[config.mk]
export PLATFORM = sky130hd
export DESIGN_NAME = qam_slicer
export DESIGN_NICKNAME = d
export VERILOG_FILES = /design/src/rtl/qam_slicer_pkg.sv /design/src/rtl/qam_axis_slicer.sv /design/src/rtl/qam_err_sat.sv /design/src/rtl/qam_slicer.sv
export SDC_FILE = /design/constraint.sdc
export NUM_CORES = 1
export LEC_CHECK = 0
export ABC_AREA = 0
export CORE_MARGIN = 2
export CORE_UTILIZATION = 45
export CTS_BUF_LIST = sky130_fd_sc_hd__clkbuf_2 sky130_fd_sc_hd__clkbuf_4 sky130_fd_sc_hd__clkbuf_8
export CTS_CLUSTER_DIAMETER = 100
export DETAILED_ROUTE_END_ITERATION = 16
export DONT_BUFFER_PORTS = 1
export PLACE_DENSITY = 0.68
export REMOVE_ABC_BUFFERS = 1
export SKIP_LAST_GASP = 1
export SLEW_MARGIN = 5
export SYNTH_ARGS = -nofsm -noshare
export SYNTH_HDL_FRONTEND = slang
export SYNTH_SLANG_ARGS = --single-unit
[constraint.sdc]
create_clock -name clk -period 27.9 [get_ports clk]
set_input_delay 4.185 -clock clk [delete_from_list [all_inputs] [get_ports clk]]
set_output_delay 4.185 -clock clk [all_outputs]
set_load 0.02 [all_outputs]
[src/rtl/qam_slicer_pkg.sv]
package qam_slicer_pkg;

  typedef enum logic [1:0] {
    GRID_2 = 2'd0,
    GRID_4 = 2'd1,
    GRID_8 = 2'd2,
    GRID_8_ALT = 2'd3
  } grid_code_e;

  // Levels per axis for a size code, limited to the largest grid built.
  function automatic int levels_of(input logic [1:0] code, input int max_levels);
    int n;
    case (grid_code_e'(code))
      GRID_2:  n = 2;
      GRID_4:  n = 4;
      default: n = 8;
    endcase
    if (n > max_levels) n = max_levels;
    return n;
  endfunction

endpackage

[src/rtl/qam_axis_slicer.sv]
module qam_axis_slicer #(
  parameter int DW = 14,
  parameter int SW = 8,
  parameter int MAX_LEVELS = 8,
  parameter int LW = SW + $clog2(MAX_LEVELS) + 1,
  parameter int CW = $clog2(MAX_LEVELS) + 1
) (
  input  logic signed [DW-1:0] x,
  input  logic        [SW-1:0] step,
  input  logic        [CW-1:0] levels,
  input  logic                 blind,
  output logic signed [LW-1:0] dec
);

  localparam int NTHR = MAX_LEVELS - 1;
  localparam int HALF_MAX = MAX_LEVELS / 2;
  localparam int XW = ((DW > LW) ? DW : LW) + 1;

  logic signed [LW-1:0] step_s;
  logic signed [LW-1:0] lev_s;
  logic signed [XW-1:0] x_ext;
  logic [NTHR-1:0]      above;

  assign step_s = $signed({{(LW-SW){1'b0}}, step});
  assign lev_s  = $signed({{(LW-CW){1'b0}}, levels});
  assign x_ext  = XW'(x);

  // One comparator per possible threshold; thresholds sit at even multiples
  // of the step, and only those inside the selected grid are enabled.
  for (genvar k = 0; k < NTHR; k++) begin : g_thr
    localparam int M = k - (HALF_MAX - 1);
    logic signed [LW-1:0] thr;
    logic signed [XW-1:0] thr_ext;
    logic                 en;
    assign thr     = step_s * LW'(2 * M);
    assign thr_ext = XW'(thr);
    assign en      = ((M < 0) ? -M : M) <= (int'(levels) / 2 - 1);
    assign above[k] = en && (x_ext >= thr_ext);
  end

  logic signed [LW-1:0] idx_s;
  logic signed [LW-1:0] full_lvl;
  logic signed [LW-1:0] blind_mag;

  always_comb begin
    idx_s     = LW'($countones(above));
    full_lvl  = (idx_s * LW'(2) + LW'(1) - lev_s) * step_s;
    blind_mag = (lev_s >>> 1) * step_s;
    if (blind) begin
      dec = (x_ext >= XW'(0)) ? blind_mag : -blind_mag;
    end else begin
      dec = full_lvl;
    end
  end

endmodule

[src/rtl/qam_err_sat.sv]
module qam_err_sat #(
  parameter int DW = 14,
  parameter int LW = 12,
  parameter int EW = 12
) (
  input  logic signed [LW-1:0] dec,
  input  logic signed [DW-1:0] x,
  output logic signed [EW-1:0] err
);

  localparam int FW = ((DW > LW) ? DW : LW) + 2;
  localparam logic signed [FW-1:0] E_MAX = FW'((2 ** (EW - 1)) - 1);
  localparam logic signed [FW-1:0] E_MIN = -FW'(2 ** (EW - 1));

  logic signed [FW-1:0] diff;

  always_comb begin
    diff = FW'(dec) - FW'(x);
    if (diff > E_MAX)      err = EW'(E_MAX);
    else if (diff < E_MIN) err = EW'(E_MIN);
    else                   err = EW'(diff);
  end

endmodule

[src/rtl/qam_slicer.sv]
module qam_slicer #(
  parameter int DW = 14,
  parameter int SW = 8,
  parameter int EW = 12,
  parameter int MAX_LEVELS = 8,
  parameter int LW = SW + $clog2(MAX_LEVELS) + 1
) (
  input  logic                 clk,
  input  logic                 rst,
  input  logic                 in_valid,
  input  logic signed [DW-1:0] in_i,
  input  logic signed [DW-1:0] in_q,
  input  logic        [1:0]    size_sel,
  input  logic        [SW-1:0] step,
  input  logic                 blind,
  output logic                 out_valid,
  output logic signed [LW-1:0] dec_i,
  output logic signed [LW-1:0] dec_q,
  output logic signed [EW-1:0] err_i,
  output logic signed [EW-1:0] err_q
);

  import qam_slicer_pkg::*;

  localparam int CW = $clog2(MAX_LEVELS) + 1;
  localparam int NAX = 2;

  logic [CW-1:0]        levels;
  logic signed [DW-1:0] x_ax   [NAX];
  logic signed [LW-1:0] dec_ax [NAX];
  logic signed [EW-1:0] err_ax [NAX];

  assign levels  = CW'(levels_of(size_sel, MAX_LEVELS));
  assign x_ax[0] = in_i;
  assign x_ax[1] = in_q;

  for (genvar a = 0; a < NAX; a++) begin : g_axis
    qam_axis_slicer #(
      .DW(DW), .SW(SW), .MAX_LEVELS(MAX_LEVELS), .LW(LW), .CW(CW)
    ) u_slice (
      .x(x_ax[a]), .step(step), .levels(levels), .blind(blind),
      .dec(dec_ax[a])
    );
    qam_err_sat #(
      .DW(DW), .LW(LW), .EW(EW)
    ) u_err (
      .dec(dec_ax[a]), .x(x_ax[a]), .err(err_ax[a])
    );
  end

  always_ff @(posedge clk) begin
    if (rst) begin
      out_valid <= 1'b0;
      dec_i     <= '0;
      dec_q     <= '0;
      err_i     <= '0;
      err_q     <= '0;
    end else begin
      out_valid <= in_valid;
      if (in_valid) begin
        dec_i <= dec_ax[0];
        dec_q <= dec_ax[1];
        err_i <= err_ax[0];
        err_q <= err_ax[1];
      end
    end
  end

endmodule

### Word-level counts from Yosys, hierarchy flattened

Index checks and enable logic that the tools add are counted.

| storage, ports and cells | value |
|---|---|
| flip-flop bits (word level) | 49 |
| input port bits | 42 |

| operators by class | value |
|---|---|
| add/sub/neg operators | 22 |
| multipliers | 5 |
| magnitude comparators | 23 |
| equality and inequality tests | 1 |
| multiplexer cells | 10 |
| reductions and logical operators | 15 |

Operator list:

| kind | number |
|---|---|
| >= comparator 14 x 12 -> 1 bit | 8 |
| two-way mux 12 bit | 8 |
| adder 11 bit | 4 |
| > comparator 16 x 12 -> 1 bit (second input constant) | 2 |
| > comparator 32 x 5 -> 1 bit (second input constant) | 1 |
| < comparator 16 x 12 -> 1 bit (second input constant) | 2 |
| subtractor 12 x 14 -> 15 bit | 2 |
| >= comparator 14 x 1 -> 1 bit (second input constant) | 2 |
| >= comparator 14 x 10 -> 1 bit | 2 |
| >= comparator 14 x 11 -> 1 bit | 2 |
| adder 12 x 2 -> 12 bit (second input constant) | 2 |
| multiplier 12 x 9 -> 12 bit | 2 |
| subtractor 12 x 5 -> 12 bit | 2 |
| adder 11 x 1 -> 11 bit | 2 |
| logical AND 1 bit | 14 |
| adder 1 x 1 -> 2 bit | 6 |
| negation 12 bit | 1 |
| multiplier 3 x 8 -> 11 bit | 1 |
| multiplier 9 x 3 -> 11 bit (second input constant) | 1 |
| negation 8 -> 11 bit | 1 |
| multiplier 8 x 2 -> 10 bit (second input constant) | 1 |
| negation 8 -> 10 bit | 1 |
| <= comparator 3 x 4 -> 1 bit (first input constant) | 2 |
| one-hot mux 4 bit (2 select lines) | 1 |
| 6 further kinds | 6 |

### Depth between registers and ports, before layout

Gate-level depths: netlist of the first run.

| logic depth | value |
|---|---|
| word-level depth | 18 |
| gate-level depth with buffers | 56 |
| mapped depth without buffers | 54 |

### Modules after synthesis

From an unflattened synthesis of the first run, not the netlist that was laid out.

| second synthesis, totals | value |
|---|---|
| cells, all modules | 1684 |
| area total of the unflattened synthesis | 13670.6 um^2 |

By module, submodules not included:

| module | times used | cells an instance | area an instance (um^2) | sequential area each (um^2) |
|---|---|---|---|---|
| qam_axis_slicer at g_axis[0].u_slice | 1 | 648 | 5113.7 | 0.0 |
| qam_axis_slicer at g_axis[1].u_slice | 1 | 637 | 5074.9 | 0.0 |
| qam_slicer | 1 | 161 | 1755.4 | 980.9 |
| qam_err_sat at g_axis[0].u_err | 1 | 119 | 872.1 | 0.0 |
| qam_err_sat at g_axis[1].u_err | 1 | 119 | 854.6 | 0.0 |

### Worst setup path after synthesis of the first run

No wires, ideal clock.

| timing | value |
|---|---|
| kind | input port to flip-flop |
| start point | in step[2] |
| end point | reg err_q[10] |
| setup time | 0.086 ns |
| arrival | 15.425 ns |
| slack | 12.389 ns |
| cell stages on the path | 51 |
| cells stage by stage | buf_2 -> inv_1 -> ha_1 -> ha_1 -> ha_1 -> a21o_1 -> a21oi_1 -> o21ai_0 -> a21oi_1 -> o21bai_1 -> ha_1 -> nand4_1 -> nor2_1 -> a31oi_1 -> a32oi_1 -> a31oi_1 -> maj3_1 -> o22ai_1 -> (+15 left out) -> inv_1 -> fa_1 -> inv_1 -> ha_1 -> nand3_1 -> and4b_1 -> o21bai_1 -> a21oi_1 -> xnor2_1 -> o22ai_1 -> ha_1 -> and3_1 -> a311oi_2 -> xnor2_1 -> o211ai_1 -> and2_1 -> buf_2 -> a211oi_1 |

RTL lines:

| what | line | source |
|---|---|---|
| start, declared | qam_slicer.sv:14 | `input logic [SW-1:0] step,` |
| end signal, assigned | qam_slicer.sv:64 | `err_q <= err_ax[1];` |
| end, declared | qam_slicer.sv:20 | `output logic signed [EW-1:0] err_q` |

==> flow_metrics.tcl, run 1 <==
set metrics [dict create \
    ys_ff_latch 48 \
    grt_pass1_wl_mm 53.5 \
    cts_setup_buffers 0 \
    synth_edf_count 0 \
    clk_pin_slew_ns 0.09 \
    period_share 0.610 \
    met3_usage 0.0390 \
    cts.sink_count 48 \
    syn_area_mm2 0.0121 \
    regArea_um2 961 \
    ctsResizeCount 0 \
    hp-class "flop to flop" \
    clk_path_buf_depth 2 \
    status "complete, no violations" \
    ys_async_sr_fraction 0 \
    multi_input_area_mm2 0.0101 \
    met2_usage 0.393 \
    clock-root-buffer "clkbuf_8" \
    syn_inst 1487 \
    dp_hpwl_mm 27.3 \
    finalHoldViolCount 0 \
    nets 1845 \
    endpoint_kind "flop" \
    yosysTopAreaCell "ha_1" \
    yosysTopAreaCellShare 0.266 \
    rows 59 \
    fin_skew_ns 0 \
    synth_seq_area_share 0.0796 \
    path_delay_family "adder cells" \
    globalRouteMet1Util 0.312 \
    first_pass_iters 8 \
    busiest_layer "met2" \
    dieArea_mm2 0.0281 \
    finalMaxSlewViolations 0 \
    num_vias 10300 \
    areaGrowthSynthToFinish_pct 3.21 \
    slowest_stage "xor2_1" \
    cts_made_buffers 5 \
    slew_headroom 0.515 \
    drtIter0Drc 690 \
    synth_cell_types 72 \
    crit_arrival_ns 17.22 \
    place.port_buffers 0 \
    htree_levels 2 \
    rsz0062_at_grt "no" \
    fmax_mhz 58.7 \
    grt_usage 0.237 \
    core_mm2 0.0262 \
    ant_nets 0 \
    min_period_ns 17.03 \
    hold_buffers 0 \
    setup_viol_count_final 0 \
    grt_pass1_vias 10100 \
    antenna_found_initial 1 \
    critPathLaunchType "primary input" \
    drv_cap 0 \
    synth_area_per_cell_um2 8.11 \
    drc 0 \
    ys.flop_type "dfxtp_1" \
    finalSetupTns_ns 0 \
    overflow 0 \
    netlist_top_cells_area "ha_1, fa_1, dfxtp_1, inv_1, xnor2_1" \
    fp.dieW_um 168 \
    viasPerCell 5.73 \
    die_h_um 168 \
    crit_type "primary input to flop" \
    cp_common_cell "ha_1" \
    critPathMaxFanout 19 \
    synth-warning-count 0 \
    final_layout_size_suffix_gt1_frac 0.0261 \
    routed_wl_mm 33.3 \
    layout_commonest_cell "ha_1" \
    final_cell_mix "ha_1, inv_1, nor2_1" \
    drt-wirelength-per-cell_um 18.6 \
    cp.required_ns 28.09 \
    cts_tree "built" \
    place_congestion 0.920 \
    crit_path_max_incr_delay_ns 0.63 \
    worst_pin_slew_ns 0.725 \
    grt_max_degree 57 \
    worst-path-buf-inv 5 \
    fillerInstances 2538 \
    clkLatencyLatePin_ns 0.31 \
    initial_core_util 0.460 \
    num_io_pins 91 \
]
-- layout make-up --
class / instances / share of cell area
clock inverters: 1 / 0.00241
clock buffers: 7 / 0.00774
diodes: 1 / 0.000201
multi-input cells: 1175 / 0.811
flip-flops and latches: 48 / 0.0772
well taps: 335 / 0.0337
inverters: 225 / 0.0678
-- Yosys cell counts, drive strengths merged, types with 7 or more instances --
library cell	count
nand2	112
a21oi	86
nor2	129
a21o	23
o21ai	35
clkbuf	28
xor2	32
a211oi	26
and2	25
inv	222
mux2i	22
dfxtp	48
o21bai	9
nor3	12
nor2b	23
buf	11
a31oi	12
nor4	7
nand3	31
xnor2	71
ha	257
o31ai	9
nand2b	36
o21a	26
nand4	13
o22ai	8
fa	91
-- kinds of logic (layout without fill, tap and decap cells) --
family,Yosys count,after routing,synth area share
multiplexers,25,25,0.0210
other,0,1,0
XOR/XNOR,103,103,0.0748
buffers and inverters,264,233,0.0833
adder cells (fa/ha/maj),350,350,0.419
AND/OR/NAND/NOR,417,417,0.165
AO/OA/AOI/OAI,280,280,0.157
flip-flops,48,48,0.0796
-- path summary, 6_finish.rpt --
path,startpoint,end,slack (ns),cells after the start
worst max-delay path,step[3],err_q[2]$_SDFFE_PP0P_,10.87,47
worst min-delay path,err_q[0]$_SDFFE_PP0P_,err_q[0]$_SDFFE_PP0P_,0.57,2
worst max register to register,dec_q[9]$_SDFFE_PP0P_,dec_q[9]$_SDFFE_PP0P_,26.99,2
worst min register to register,err_q[0]$_SDFFE_PP0P_,err_q[0]$_SDFFE_PP0P_,0.57,2
-- stage by stage --
step	setup slack (ns)	utilization	std cells	hold slack, ns	area, um^2
2_1_floorplan	12.62	-	1448	0.547	11900
3_3_place_gp	10.91	0.470	1783	0.559	12300
3_5_place_dp	10.66	0.470	1783	0.564	12300
4_1_cts	10.97	0.475	1791	0.578	12500
5_1_grt	10.16	0.475	1792	0.601	12500
6_report	10.87	0.475	1792	0.574	12500
-- registers in the layout, summed over array words and instances (netlist names) --
| signal | count |
|---|---|
| err_q | 12 |
| dec_i | 12 |
| out_valid | 1 |
| dec_q | 11 |
| err_i | 12 |
-- worst min-delay path, stage by stage (launching register included) --
cell and delay, ns:
dfxtp_1 0.38, inv_1 0.08, o32ai_1 0.07
-- layer usage --
| metal | routed length (um) | vias to the layer above |
|---|---|---|
| li1 | - | 4955 |
| met3 | 2200 | 74 |
| met4 | 1190 | 0 |
| met2 | 15000 | 370 |
| met5 | 0 | - |
| met1 | 15000 | 4861 |
Power of run 1 is left out: the tool's default activity adds up to more than one toggle a clock period on the data nets, which glitch-free logic cannot reach.
==> run 2, diff against run 1 <==
==> constraint.sdc (replaced) <==
create_clock -name clk -period 15.9 [get_ports clk]
set_input_delay 2.385 -clock clk [delete_from_list [all_inputs] [get_ports clk]]
set_output_delay 2.385 -clock clk [all_outputs]
set_load 0.02 [all_outputs]
==> run 2 against run 1 <==
  * Non-clock buffer count rose by 3
  * Critical endpoint is now err_q[8]$_SDFFE_PP0P_
  * Clock skew did not move
  * Highest routed layer unchanged
  * Register-to-register slack worse by 12 ns
  * Die area did not move
  * First-iteration DRC count shrank 1.6%
  * Via count down 1.6%
  * Count of clock-buffer cells in the layout down 1
==> flow_metrics.tcl, run 2 (synthesized netlist as in run 1, its figures left out) <==
set metrics [dict create \
    cp_num_cells 48 \
    core_mm2 0.0262 \
    top_regs "dec_i: 12 flops, err_i: 12 flops, err_q: 12 flops" \
    cts_tree "built" \
    place_congestion 0.939 \
    fin_skew_ns 0 \
    rsz0062_at_grt "no" \
    fp.dieW_um 168 \
    drc 0 \
    critPathLaunchType "primary input" \
    critPathMaxFanout 26 \
    drt-wirelength-per-cell_um 18.3 \
    layout_commonest_cell "ha_1" \
    fillerInstances 2563 \
    holdPathStages 2 \
    grt_max_degree 57 \
    antenna_found_initial 0 \
    routed_wl_mm 32.8 \
    place.port_buffers 0 \
    worstRegToRegCells 2 \
    htree_levels 2 \
    fmax_mhz 66.8 \
    cts_made_buffers 5 \
    num_io_pins 91 \
    clk_pin_slew_ns 0.08 \
    final_cell_mix "ha_1, inv_1, nor2_1" \
    ctsResizeCount 0 \
    path_delay_family "adder cells" \
    num_vias 10100 \
    clock-root-buffer "clkbuf_8" \
    ant_nets 0 \
    cp.required_ns 16.07 \
    grt_pass1_wl_mm 53.5 \
    first_pass_iters 7 \
    endpoint_kind "flop" \
    drv_cap 0 \
    slowest_stage "xor2_1" \
    dp_cells 1786 \
    nets 1848 \
    initial_core_util 0.460 \
    crit_path_max_incr_delay_ns 0.60 \
    grt_usage 0.237 \
    cts_setup_buffers 0 \
    final_layout_size_suffix_gt1_frac 0.0274 \
    areaGrowthSynthToFinish_pct 3.01 \
    setup_viol_count_final 0 \
    period_share 0.941 \
    drtIter0Drc 679 \
    worst-path-buf-inv 5 \
    final_cells 1793 \
    clkLatencyLatePin_ns 0.30 \
    slew_headroom 0.534 \
    cts.sink_count 48 \
    crit_type "primary input to flop" \
    finalHoldViolCount 0 \
    status "complete, no violations" \
    grt_pass1_vias 10100 \
    antenna_cells 0 \
    hold_buffers 0 \
    overflow 0 \
    die_h_um 168 \
    cp_common_cell "ha_1" \
    min_period_ns 14.97 \
    dieArea_mm2 0.0281 \
    crit_arrival_ns 15.14 \
    rows 59 \
    hp-class "flop to flop" \
    finalMaxSlewViolations 0 \
    dp_hpwl_mm 27.1 \
    finalSetupTns_ns 0 \
    viasPerCell 5.63 \
    worst_pin_slew_ns 0.699 \
    clk_path_buf_depth 2 \
]
[run 2: changes by cell type in the layout (fill, tap and decap cells not counted), sizes merged]
cell    before  now
buf          0    3
bufinv       1    0
clkbuf       7    6
clkinv       3    4
diode        1    0
[run 2: worst paths after layout]
kind,from,end,slack (ns)
worst max-delay path,step[2],err_q[8]$_SDFFE_PP0P_,0.93
worst min-delay path,err_q[4]$_SDFFE_PP0P_,err_q[4]$_SDFFE_PP0P_,0.58
worst max register to register,dec_q[9]$_SDFFE_PP0P_,dec_q[9]$_SDFFE_PP0P_,14.98
worst min register to register,err_q[4]$_SDFFE_PP0P_,err_q[4]$_SDFFE_PP0P_,0.58
[run 2: worst register-to-register path: stages (launching register included)]
cell and delay (ns):
dfxtp_1 0.46, o21ai_0 0.12, a211oi_1 0.26
[run 2: layer usage]
metal  wire, um  vias to the layer above  GRT usage
met5          0                        -          0
met4        992                        0     0.0726
met3       2070                       63     0.0345
met2      14800                      323      0.400
met1      14900                     4735      0.314
li1           -                     4971          -
[run 2: area by class of cell]
cell class | count | area [um^2] | share of cell area
Multi-Input combinational cell | 1175 | 10100 | 0.813
Tap cell | 335 | 419 | 0.0337
Timing Repair Buffer | 3 | 22.5 | 0.00181
Clock buffer | 6 | 76.3 | 0.00614
Sequential cell | 48 | 961 | 0.0773
Inverter | 225 | 845 | 0.0679
Clock inverter | 1 | 5.00 | 0.000403
[run 2: per-stage QoR]
stage,utilization,hold slack [ns],cell area (um^2),setup WS (ns)
CTS,0.474,0.579,12400,0.972
finish,0.474,0.575,12400,0.932
global placement,0.471,0.560,12300,0.886
global route,0.474,0.600,12400,0.140
detailed placement,0.471,0.568,12300,0.685
floorplan,-,0.547,11900,2.42
Power of run 2 is left out for the same reason.
